===== config.mk =====
export PLATFORM = sky130hd
export DESIGN_NAME = intr_aggr
export DESIGN_NICKNAME = d
export VERILOG_FILES = /design/src/rtl/intr_aggr_pkg.sv /design/src/rtl/intr_aggr_ctrl.sv /design/src/rtl/intr_aggr_dp.sv /design/src/rtl/intr_aggr.sv
export SDC_FILE = /design/constraint.sdc
export NUM_CORES = 1
export LEC_CHECK = 0
export BUFFER_PORTS_ARGS = -buffer_cell sky130_fd_sc_hd__buf_2
export CORE_ASPECT_RATIO = 0.9
export CORE_MARGIN = 8
export CORE_UTILIZATION = 37
export DETAILED_ROUTE_END_ITERATION = 16
export PLACE_DENSITY = 0.72
export RECOVER_POWER = 50
export SLEW_MARGIN = 25
export SYNTH_ARGS = -nofsm -noshare
export SYNTH_HDL_FRONTEND = slang
export SYNTH_SLANG_ARGS = --single-unit

===== constraint.sdc =====
create_clock -name clk -period 1.7 [get_ports clk]
set_clock_uncertainty 0.1 [all_clocks]
set_input_delay 0.34 -clock clk [delete_from_list [all_inputs] [get_ports clk]]
set_output_delay 0.34 -clock clk [all_outputs]
set_load 0.02 [all_outputs]

===== src/rtl/intr_aggr_pkg.sv =====
package intr_aggr_pkg;
  localparam int SRC_N      = 9;
  localparam int B_EVT      = 0;
  localparam int B_TAG_PAR  = 1;
  localparam int B_DATA_PAR = 2;
  localparam int B_TAG_RD   = 3;
  localparam int B_DATA_RD  = 4;
  localparam int B_TAG_WR   = 5;
  localparam int B_DATA_WR  = 6;
  localparam int B_SLV      = 7;
  localparam int B_DEC      = 8;

  typedef enum logic [1:0] {
    RD_NONE   = 2'd0,
    RD_MASK   = 2'd1,
    RD_MASKED = 2'd2,
    RD_RAW    = 2'd3
  } rdSel_e;

  typedef struct packed {
    logic   wrMask;
    logic   wrClear;
    logic   rdEn;
    rdSel_e rdSel;
  } regStrobe_t;
endpackage


===== src/rtl/intr_aggr_ctrl.sv =====
module intr_aggr_ctrl
  import intr_aggr_pkg::*;
#(
  parameter int ADDR_W     = 12,
  parameter int MASK_OFF   = 'h214,
  parameter int MASKED_OFF = 'h218,
  parameter int RAW_OFF    = 'h21C,
  parameter int CLR_OFF    = 'h220
) (
  input  logic              regRd,
  input  logic              regWr,
  input  logic [ADDR_W-1:0] regAddr,
  output regStrobe_t        strb
);
  localparam logic [ADDR_W-1:0] A_MASK   = ADDR_W'(MASK_OFF);
  localparam logic [ADDR_W-1:0] A_MASKED = ADDR_W'(MASKED_OFF);
  localparam logic [ADDR_W-1:0] A_RAW    = ADDR_W'(RAW_OFF);
  localparam logic [ADDR_W-1:0] A_CLR    = ADDR_W'(CLR_OFF);

  logic hitMask, hitMasked, hitRaw, hitClr;

  always_comb begin
    hitMask   = (regAddr == A_MASK);
    hitMasked = (regAddr == A_MASKED);
    hitRaw    = (regAddr == A_RAW);
    hitClr    = (regAddr == A_CLR);
  end

  // Status views are read-only, the clear register is write-only.
  always_comb begin
    strb.wrMask  = regWr & hitMask;
    strb.wrClear = regWr & hitClr;
    strb.rdEn    = regRd;
    if (hitMask)        strb.rdSel = RD_MASK;
    else if (hitMasked) strb.rdSel = RD_MASKED;
    else if (hitRaw)    strb.rdSel = RD_RAW;
    else                strb.rdSel = RD_NONE;
  end
endmodule


===== src/rtl/intr_aggr_dp.sv =====
module intr_aggr_dp
  import intr_aggr_pkg::*;
#(
  parameter int DATA_W = 32
) (
  input  logic              clk,
  input  logic              rstN,
  input  logic [SRC_N-1:0]  srcVec,
  input  regStrobe_t        strb,
  input  logic [DATA_W-1:0] regWdata,
  output logic [SRC_N-1:0]  rawStat,
  output logic [SRC_N-1:0]  maskQ,
  output logic [SRC_N-1:0]  maskedStat,
  output logic [DATA_W-1:0] regRdata,
  output logic              regRdValid
);
  logic [SRC_N-1:0] setVec;
  logic [SRC_N-1:0] clrVec;
  logic             unusedWdata;

  assign clrVec      = strb.wrClear ? regWdata[SRC_N-1:0] : '0;
  assign unusedWdata = ^regWdata[DATA_W-1:SRC_N];

  // Decode errors fold into the slave-error bit; their own bit never sets.
  for (genvar i = 0; i < SRC_N; i++) begin : g_bit
    if (i == B_DEC) begin : g_dec
      assign setVec[i]  = 1'b0;
      assign rawStat[i] = 1'b0;
    end else begin : g_src
      if (i == B_SLV) begin : g_slv
        assign setVec[i] = srcVec[B_SLV] | srcVec[B_DEC];
      end else begin : g_plain
        assign setVec[i] = srcVec[i];
      end
      logic rawQ;
      always_ff @(posedge clk) begin
        if (!rstN)          rawQ <= 1'b0;
        else if (setVec[i]) rawQ <= 1'b1;
        else if (clrVec[i]) rawQ <= 1'b0;
      end
      assign rawStat[i] = rawQ;
    end
  end

  always_ff @(posedge clk) begin
    if (!rstN)            maskQ <= '0;
    else if (strb.wrMask) maskQ <= regWdata[SRC_N-1:0];
  end

  assign maskedStat = rawStat & maskQ;

  logic [SRC_N-1:0] rdSelVal;
  always_comb begin
    unique case (strb.rdSel)
      RD_MASK:   rdSelVal = maskQ;
      RD_MASKED: rdSelVal = maskedStat;
      RD_RAW:    rdSelVal = rawStat;
      default:   rdSelVal = '0;
    endcase
  end

  always_ff @(posedge clk) begin
    if (!rstN) begin
      regRdata   <= '0;
      regRdValid <= 1'b0;
    end else begin
      regRdValid <= strb.rdEn;
      if (strb.rdEn) regRdata <= DATA_W'(rdSelVal);
    end
  end
endmodule


===== src/rtl/intr_aggr.sv =====
module intr_aggr
  import intr_aggr_pkg::*;
#(
  parameter int ADDR_W = 12,
  parameter int DATA_W = 32
) (
  input  logic              clk,
  input  logic              rstN,
  input  logic              evtCntPulse,
  input  logic              tagParPulse,
  input  logic              dataParPulse,
  input  logic              tagRdErrPulse,
  input  logic              dataRdErrPulse,
  input  logic              tagWrErrPulse,
  input  logic              dataWrErrPulse,
  input  logic              slvErrPulse,
  input  logic              decErrPulse,
  input  logic              regRd,
  input  logic              regWr,
  input  logic [ADDR_W-1:0] regAddr,
  input  logic [DATA_W-1:0] regWdata,
  output logic [DATA_W-1:0] regRdata,
  output logic              regRdValid,
  output logic              evtCntIrq,
  output logic              tagParIrq,
  output logic              dataParIrq,
  output logic              tagRdErrIrq,
  output logic              dataRdErrIrq,
  output logic              tagWrErrIrq,
  output logic              dataWrErrIrq,
  output logic              slvErrIrq,
  output logic              decErrIrq,
  output logic              combIrq
);
  regStrobe_t       strb;
  logic [SRC_N-1:0] srcVec;
  logic [SRC_N-1:0] rawStat;
  logic [SRC_N-1:0] maskQ;
  logic [SRC_N-1:0] irqVec;

  assign srcVec = {decErrPulse, slvErrPulse, dataWrErrPulse, tagWrErrPulse,
                   dataRdErrPulse, tagRdErrPulse, dataParPulse, tagParPulse,
                   evtCntPulse};

  intr_aggr_ctrl #(.ADDR_W(ADDR_W)) uCtrl (
    .regRd   (regRd),
    .regWr   (regWr),
    .regAddr (regAddr),
    .strb    (strb)
  );

  intr_aggr_dp #(.DATA_W(DATA_W)) uDp (
    .clk        (clk),
    .rstN       (rstN),
    .srcVec     (srcVec),
    .strb       (strb),
    .regWdata   (regWdata),
    .rawStat    (rawStat),
    .maskQ      (maskQ),
    .maskedStat (irqVec),
    .regRdata   (regRdata),
    .regRdValid (regRdValid)
  );

  assign evtCntIrq    = irqVec[B_EVT];
  assign tagParIrq    = irqVec[B_TAG_PAR];
  assign dataParIrq   = irqVec[B_DATA_PAR];
  assign tagRdErrIrq  = irqVec[B_TAG_RD];
  assign dataRdErrIrq = irqVec[B_DATA_RD];
  assign tagWrErrIrq  = irqVec[B_TAG_WR];
  assign dataWrErrIrq = irqVec[B_DATA_WR];
  assign slvErrIrq    = irqVec[B_SLV];
  assign decErrIrq    = irqVec[B_DEC];
  assign combIrq      = |irqVec;
endmodule


==> results.toml, run 1 <==
[outcome]
status = "finished, violations left"
violations = "setup timing"

[timing]
relSlewSlack = 0.6442
finalHoldViolCount = 0
finalSetupViolCount = 1
setup_ws_ns = -0.5805
max_freq_mhz = 438.5
period_share = 1.341
rsz0062_at_grt = "true"
tightest_slew_ns = 0.5337
final_max_slew_viol_count = 0
fin_crit_ns = 2.281

[global_routing]
grt_overflow_total = 0
grt_util_all_layers = 0.1147
grt_pass1_wl_mm = 6.223
grt_pass1_vias = 1387
antenna_found_initial = 0
grt_max_degree = 16

[setup_path]
crit_required_ns = 1.26
cp_data_arrival_time_ns = 1.84
cp-start-kind = "flop"
path_max_fanout = 2
critPathKind = "flop to output pin"
rr_worst_depth = 4
timing.rr.end = "uDp.regRdata[1]$_SDFFE_PN0P_"
end_kind = "output pin"
reg2reg_setup_slack_ns = 0.55
timing.rr.start = "uDp.maskQ[1]$_SDFFE_PN0P_"

[yosys]
synth.cell_area_sq_um = 1490
ys_seq_area_frac = 0.3627
synth_cells = 170
avgSynthCellArea_sq_um = 8.766
synth.distinct_cells = 28
synth_seq_cells = 27
yosysWarnings = 0

[finish]
finalNetCount = 302
utilization = 0.4871
drive_gt1_frac = 0.3197
final_cell_area_sq_um = 1931
antenna_cells = 0
fillers = 411
area_growth_syn_to_layout_pct = 29.55
fin_cells = 292

[hold_path]
hold_end = "uDp.g_bit[3].g_src.rawQ$_SDFFE_PN0P_"
whs_path_depth = 2
hold_class = "input pin to flop"
min_from = "regWdata[3]"

[clock_network]
postCtsSetupBuffers = 0
cts_tree = "done"
ctsHoldBuffers = 0
clk_pin_slew_ns = 0.09
ctsResizeCount = 3
insertion_delay_ns = 0.27
cts_buffers = 3
cts-root-buf = "clkbuf_8"
clock-sinks = 27
clockBufferDepth = 2
cts_max_level = 1

[die]
dieWidth_microns = 82.90
die_area_sq_um = 6317
std_cell_rows = 22
start_util = 0.3759
coreArea_sq_um = 3964
io_pins = 100
die_y_microns = 76.21

[detailed_routing]
via_per_inst = 4.500
ant_nets = 0
firstDrtPassIters = 4
num_vias = 1314
drc_errors = 0
routed_wl_mm = 3.719
drt_iter0_markers = 109
wl_per_cell_microns = 12.74

[power]
power_density_nw_per_um2 = 624.1
power_mw = 1.205
max-vdd-ir-drop_uv = 270.8
p_leak_nw = 0.8793

[placement]
place_inst = 288
gp_congestion = 0.7495
numPortBuffers = 52
dpl-instance-area_sq_um = 1899
hpwl_mm = 3.060

[run]
maxCapViolCount = 0
## critical path, cell delays in order, from the launching register on
cell and delay (ns):
dfxtp_2 0.33, and2_4 0.15, or4_4 0.52, or4_4 0.42, buf_6 0.15
## cell usage after synthesis
cell type  number  area share
a22o_1          8       0.047
dfxtp_1        27        0.36
buf_1           2      0.0050
o21a_1          1      0.0050
mux2i_1         9       0.060
a31oi_1         8       0.034
and2_1          8       0.034
o21ai_0        15       0.050
o211ai_1        9       0.045
nor4_1          1      0.0042
or2_4           1      0.0059
nand2_1        18       0.045
inv_1          15       0.038
or4b_4          2       0.018
o31ai_1         1      0.0050
clkbuf_1        4       0.010
or2_2           1      0.0042
nor2_1          1      0.0025
and2_4          1      0.0059
nor4_4          3       0.043
nand4b_1        1      0.0059
nand3b_1        2       0.010
or4_1           3       0.015
nor2b_1         2      0.0084
buf_4          24        0.12
nand2b_1        1      0.0042
buf_6           1      0.0076
conb_1          1      0.0025
## cells by family (layout without fill, tap and decap cells)
kind of cell,count (synthesis),in the layout,share of synthesized area
AOI/OAI and AO/OA,42,42,0.1864
DFF,27,27,0.3627
other,1,24,0.002516
buffers and inverters,46,97,0.1814
and+or+nand+nor,45,45,0.2066
muxes,9,9,0.06046
## placed cells by master (no fill, tap or decap), drive strengths merged, types with 2 or more instances in the layout
cell and count:
nand2 18, or2 2, o211ai 9, clkbuf 20
mux2i 9, inv 15, a31oi 8, and2 9
buf 62, nand3b 2, or4b 2, or4 3
nor4 4, conb 24, o21ai 15, dfxtp 27
a22o 8, nor2b 2
## layout make-up
type / instances / area, sq um / area share
clock buffers: 4 / 45.04 / 0.02333
well taps: 48 / 60.06 / 0.03111
inverters: 15 / 56.30 / 0.02916
flip-flops and latches: 27 / 541.8 / 0.2806
multi-input cells: 120 / 778.2 / 0.4031
repair buffers: 78 / 449.2 / 0.2327
## flip-flops by register name, summed over array words and instances (netlist names)
name / cells
uDp.g_bit.g_src.rawQ: 8
uDp.regRdValid: 1
uDp.regRdata: 9
uDp.maskQ: 9
## power breakdown
group	internal (mW)	switching, mW	total (mW)
clock	0.168	0.193	0.360
sequential	0.647	0.00609	0.653
combinational	0.0697	0.122	0.192
## worst max-delay path by stage
stage | start | endpoint | cells past startpoint
floorplan | uDp.g_bit[5].g_src.rawQ$_SDFFE_PN0P_ | combIrq | 3
global placement | uDp.g_bit[5].g_src.rawQ$_SDFFE_PN0P_ | combIrq | 4
detailed placement | uDp.g_bit[5].g_src.rawQ$_SDFFE_PN0P_ | combIrq | 4
CTS | uDp.g_bit[5].g_src.rawQ$_SDFFE_PN0P_ | combIrq | 4
global route | uDp.g_bit[5].g_src.rawQ$_SDFFE_PN0P_ | combIrq | 4
finish | uDp.g_bit[5].g_src.rawQ$_SDFFE_PN0P_ | combIrq | 4
## stage by stage
step	hold WS [ns]	setup TNS, ns	worst slack (ns)
6_report	0.1669	-0.5805	-0.5805
5_1_grt	0.1581	-0.6331	-0.6331
4_1_cts	0.1614	-0.5895	-0.5895
3_5_place_dp	0.3615	-2.621	-0.3150
3_3_place_gp	0.3606	-2.181	-0.3122
2_1_floorplan	0.3347	-0.1811	-0.1811
## routing by layer
layer | track usage | vias to the layer above | routed length, microns
met5 | 0 | - | 0
met1 | 0.1336 | 575 | 1656
li1 | - | 695 | -
met3 | 0.03312 | 4 | 218
met2 | 0.1904 | 40 | 1785
met4 | 0.04912 | 0 | 58
(Power assumes the default switching activity.)
==> run 2: changes to the inputs <==
==> constraint.sdc (replaced) <==
create_clock -name clk -period 1.7 [get_ports clk]
set_clock_uncertainty 0.1 [all_clocks]
set_input_delay 0 -clock clk [delete_from_list [all_inputs] [get_ports clk]]
set_output_delay 0 -clock clk [all_outputs]
set_load 0.02 [all_outputs]
==> results.toml, run 2 (synthesis gave the netlist of run 1 again) <==
[die]
coreArea_sq_um = 3964
die_y_microns = 76.21
io_pins = 100
start_util = 0.3759
dieWidth_microns = 82.90
die_area_sq_um = 6317
std_cell_rows = 22

[finish]
area_growth_syn_to_layout_pct = 38.29
drive_gt1_frac = 0.2677
antenna_cells = 0
final_cell_area_sq_um = 2061
layout_common_cells = "34 x buf_2, 24 x conb_1, 24 x dfxtp_1"
reg_top3 = "uDp.maskQ (9), uDp.regRdata (9), uDp.g_bit.g_src.rawQ (8)"
finalNetCount = 312
final_common_cell = "buf_2"

[global_routing]
grt_util_all_layers = 0.1232
grt_pass1_vias = 1468
grt_max_degree = 28
grt_overflow_total = 0
antenna_found_initial = 0
grt_pass1_wl_mm = 6.803

[detailed_routing]
drt_iter0_markers = 110
num_vias = 1411
wl_per_cell_microns = 13.37
ant_nets = 0
routed_wl_mm = 4.037
via_per_inst = 4.672
firstDrtPassIters = 4
drc_errors = 0

[clock_network]
clock-sinks = 27
cts_buffers = 3
cts_tree = "done"
insertion_delay_ns = 0.27
clockBufferDepth = 2
cts_max_level = 1
clk_pin_slew_ns = 0.09
cts-root-buf = "clkbuf_8"

[timing]
finalHoldViolCount = 0
setup_ws_ns = -0.2447
final_max_slew_viol_count = 0
fin_crit_ns = 1.945
max_freq_mhz = 514.2
fin_tns_setup_ns = -0.2447
period_share = 1.144
finalSetupViolCount = 1
rsz0062_at_grt = "true"

[placement]
numPortBuffers = 52
dpl-instance-area_sq_um = 1804
hpwl_mm = 3.071
gp_congestion = 0.7978
pre_cts_ws_ns = -0.01920

[outcome]
status = "finished, violations left"
violations = "setup timing"

[power]
power_mw = 1.235
p_leak_nw = 0.9080
p_clk_frac = 0.295
p_seq_frac = 0.531
power_density_nw_per_um2 = 599.1
power_switching_uw = 332.9
p_int_uw = 901.7
max-vdd-ir-drop_uv = 297.2
p_sw_frac = 0.2696
power_frac_comb = 0.174

[setup_path]
end_kind = "output pin"
cp_data_arrival_time_ns = 1.84
path_max_fanout = 2
reg2reg_setup_slack_ns = 0.45
critPathKind = "flop to output pin"
cp-start-kind = "flop"
crit_required_ns = 1.60

[run]
maxCapViolCount = 0

[hold_path]
hold_class = "input pin to flop"
-- run 2: changes by cell type in the layout (fill, tap and decap cells not counted) --
cell and delta:
clkbuf_2 +1, buf_4 -10, clkinv_2 +1, and2_1 +1
dfxtp_2 +2, dfxtp_1 -2, and2_4 -1, buf_2 -3
dlygate4sd3_1 +21
-- run 2: repair_timing --
| item | CTS | global route |
|---|---|---|
| gates resized for setup | 5 | 2 |
| hold buffers | 21 | 0 |
| pin swaps | 3 | 0 |
| cloned | 0 | 0 |
| hold endpoints to repair | 18 | 0 |
| endpoints found under the setup margin | 1 | 1 |
| setup buffers | 1 | 0 |
-- run 2: final timing paths --
| kind | from | cells after the start | endpoint |
|---|---|---|---|
| worst max-delay path | uDp.g_bit[4].g_src.rawQ$_SDFFE_PN0P_ | 4 | combIrq |
| worst min-delay path | regAddr[1] | 4 | uDp.regRdata[8]$_SDFFE_PN0P_ |
| worst max register to register | uDp.maskQ[5]$_SDFFE_PN0P_ | 5 | uDp.regRdata[5]$_SDFFE_PN0P_ |
| worst min register to register | uDp.maskQ[8]$_SDFFE_PN0P_ | 2 | uDp.maskQ[8]$_SDFFE_PN0P_ |
-- run 2: power by group through the flow --
| stage | combinational [mW] | clock, mW | sequential [mW] |
|---|---|---|---|
| floorplan | 0.148 | 0 | 0.670 |
| global placement | 0.172 | 0 | 0.670 |
| detailed placement | 0.177 | 0 | 0.670 |
| CTS | 0.214 | 0.371 | 0.655 |
| global route | 0.237 | 0.402 | 0.658 |
| finish | 0.215 | 0.364 | 0.656 |
-- run 2: through the flow --
stage               utilization  instances  hold WS [ns]
finish                   0.5199        302        0.1307
global route             0.5199        302        0.1446
CTS                      0.5246        302        0.1312
detailed placement       0.4552        276        0.1065
global placement         0.4552        276        0.1008
floorplan                     -        193     0.0005888
-- run 2: worst max-delay path, stage by stage, from the launching register on --
cell and delay [ns]:
dfxtp_2 0.33, and2_4 0.15, or4_4 0.52, or4_4 0.43, buf_6 0.15
-- run 2: layer usage --
metal | share of wire | vias to the layer above | global-route usage
met4 | 0.019 | 0 | 0.05439
met1 | 0.44 | 644 | 0.1487
met2 | 0.49 | 50 | 0.2082
met5 | 0 | - | 0
li1 | - | 711 | -
met3 | 0.055 | 6 | 0.02030
-- run 2: cell type report --
type | instances | area (sq um)
multi-input combinational | 120 | 775.7
fill | 423 | 1903
timing repair buffer | 88 | 578.1
sequential | 27 | 544.3
inverter | 15 | 56.30
tap | 48 | 60.06
clock inverter | 1 | 5.005
clock buffer | 3 | 41.29
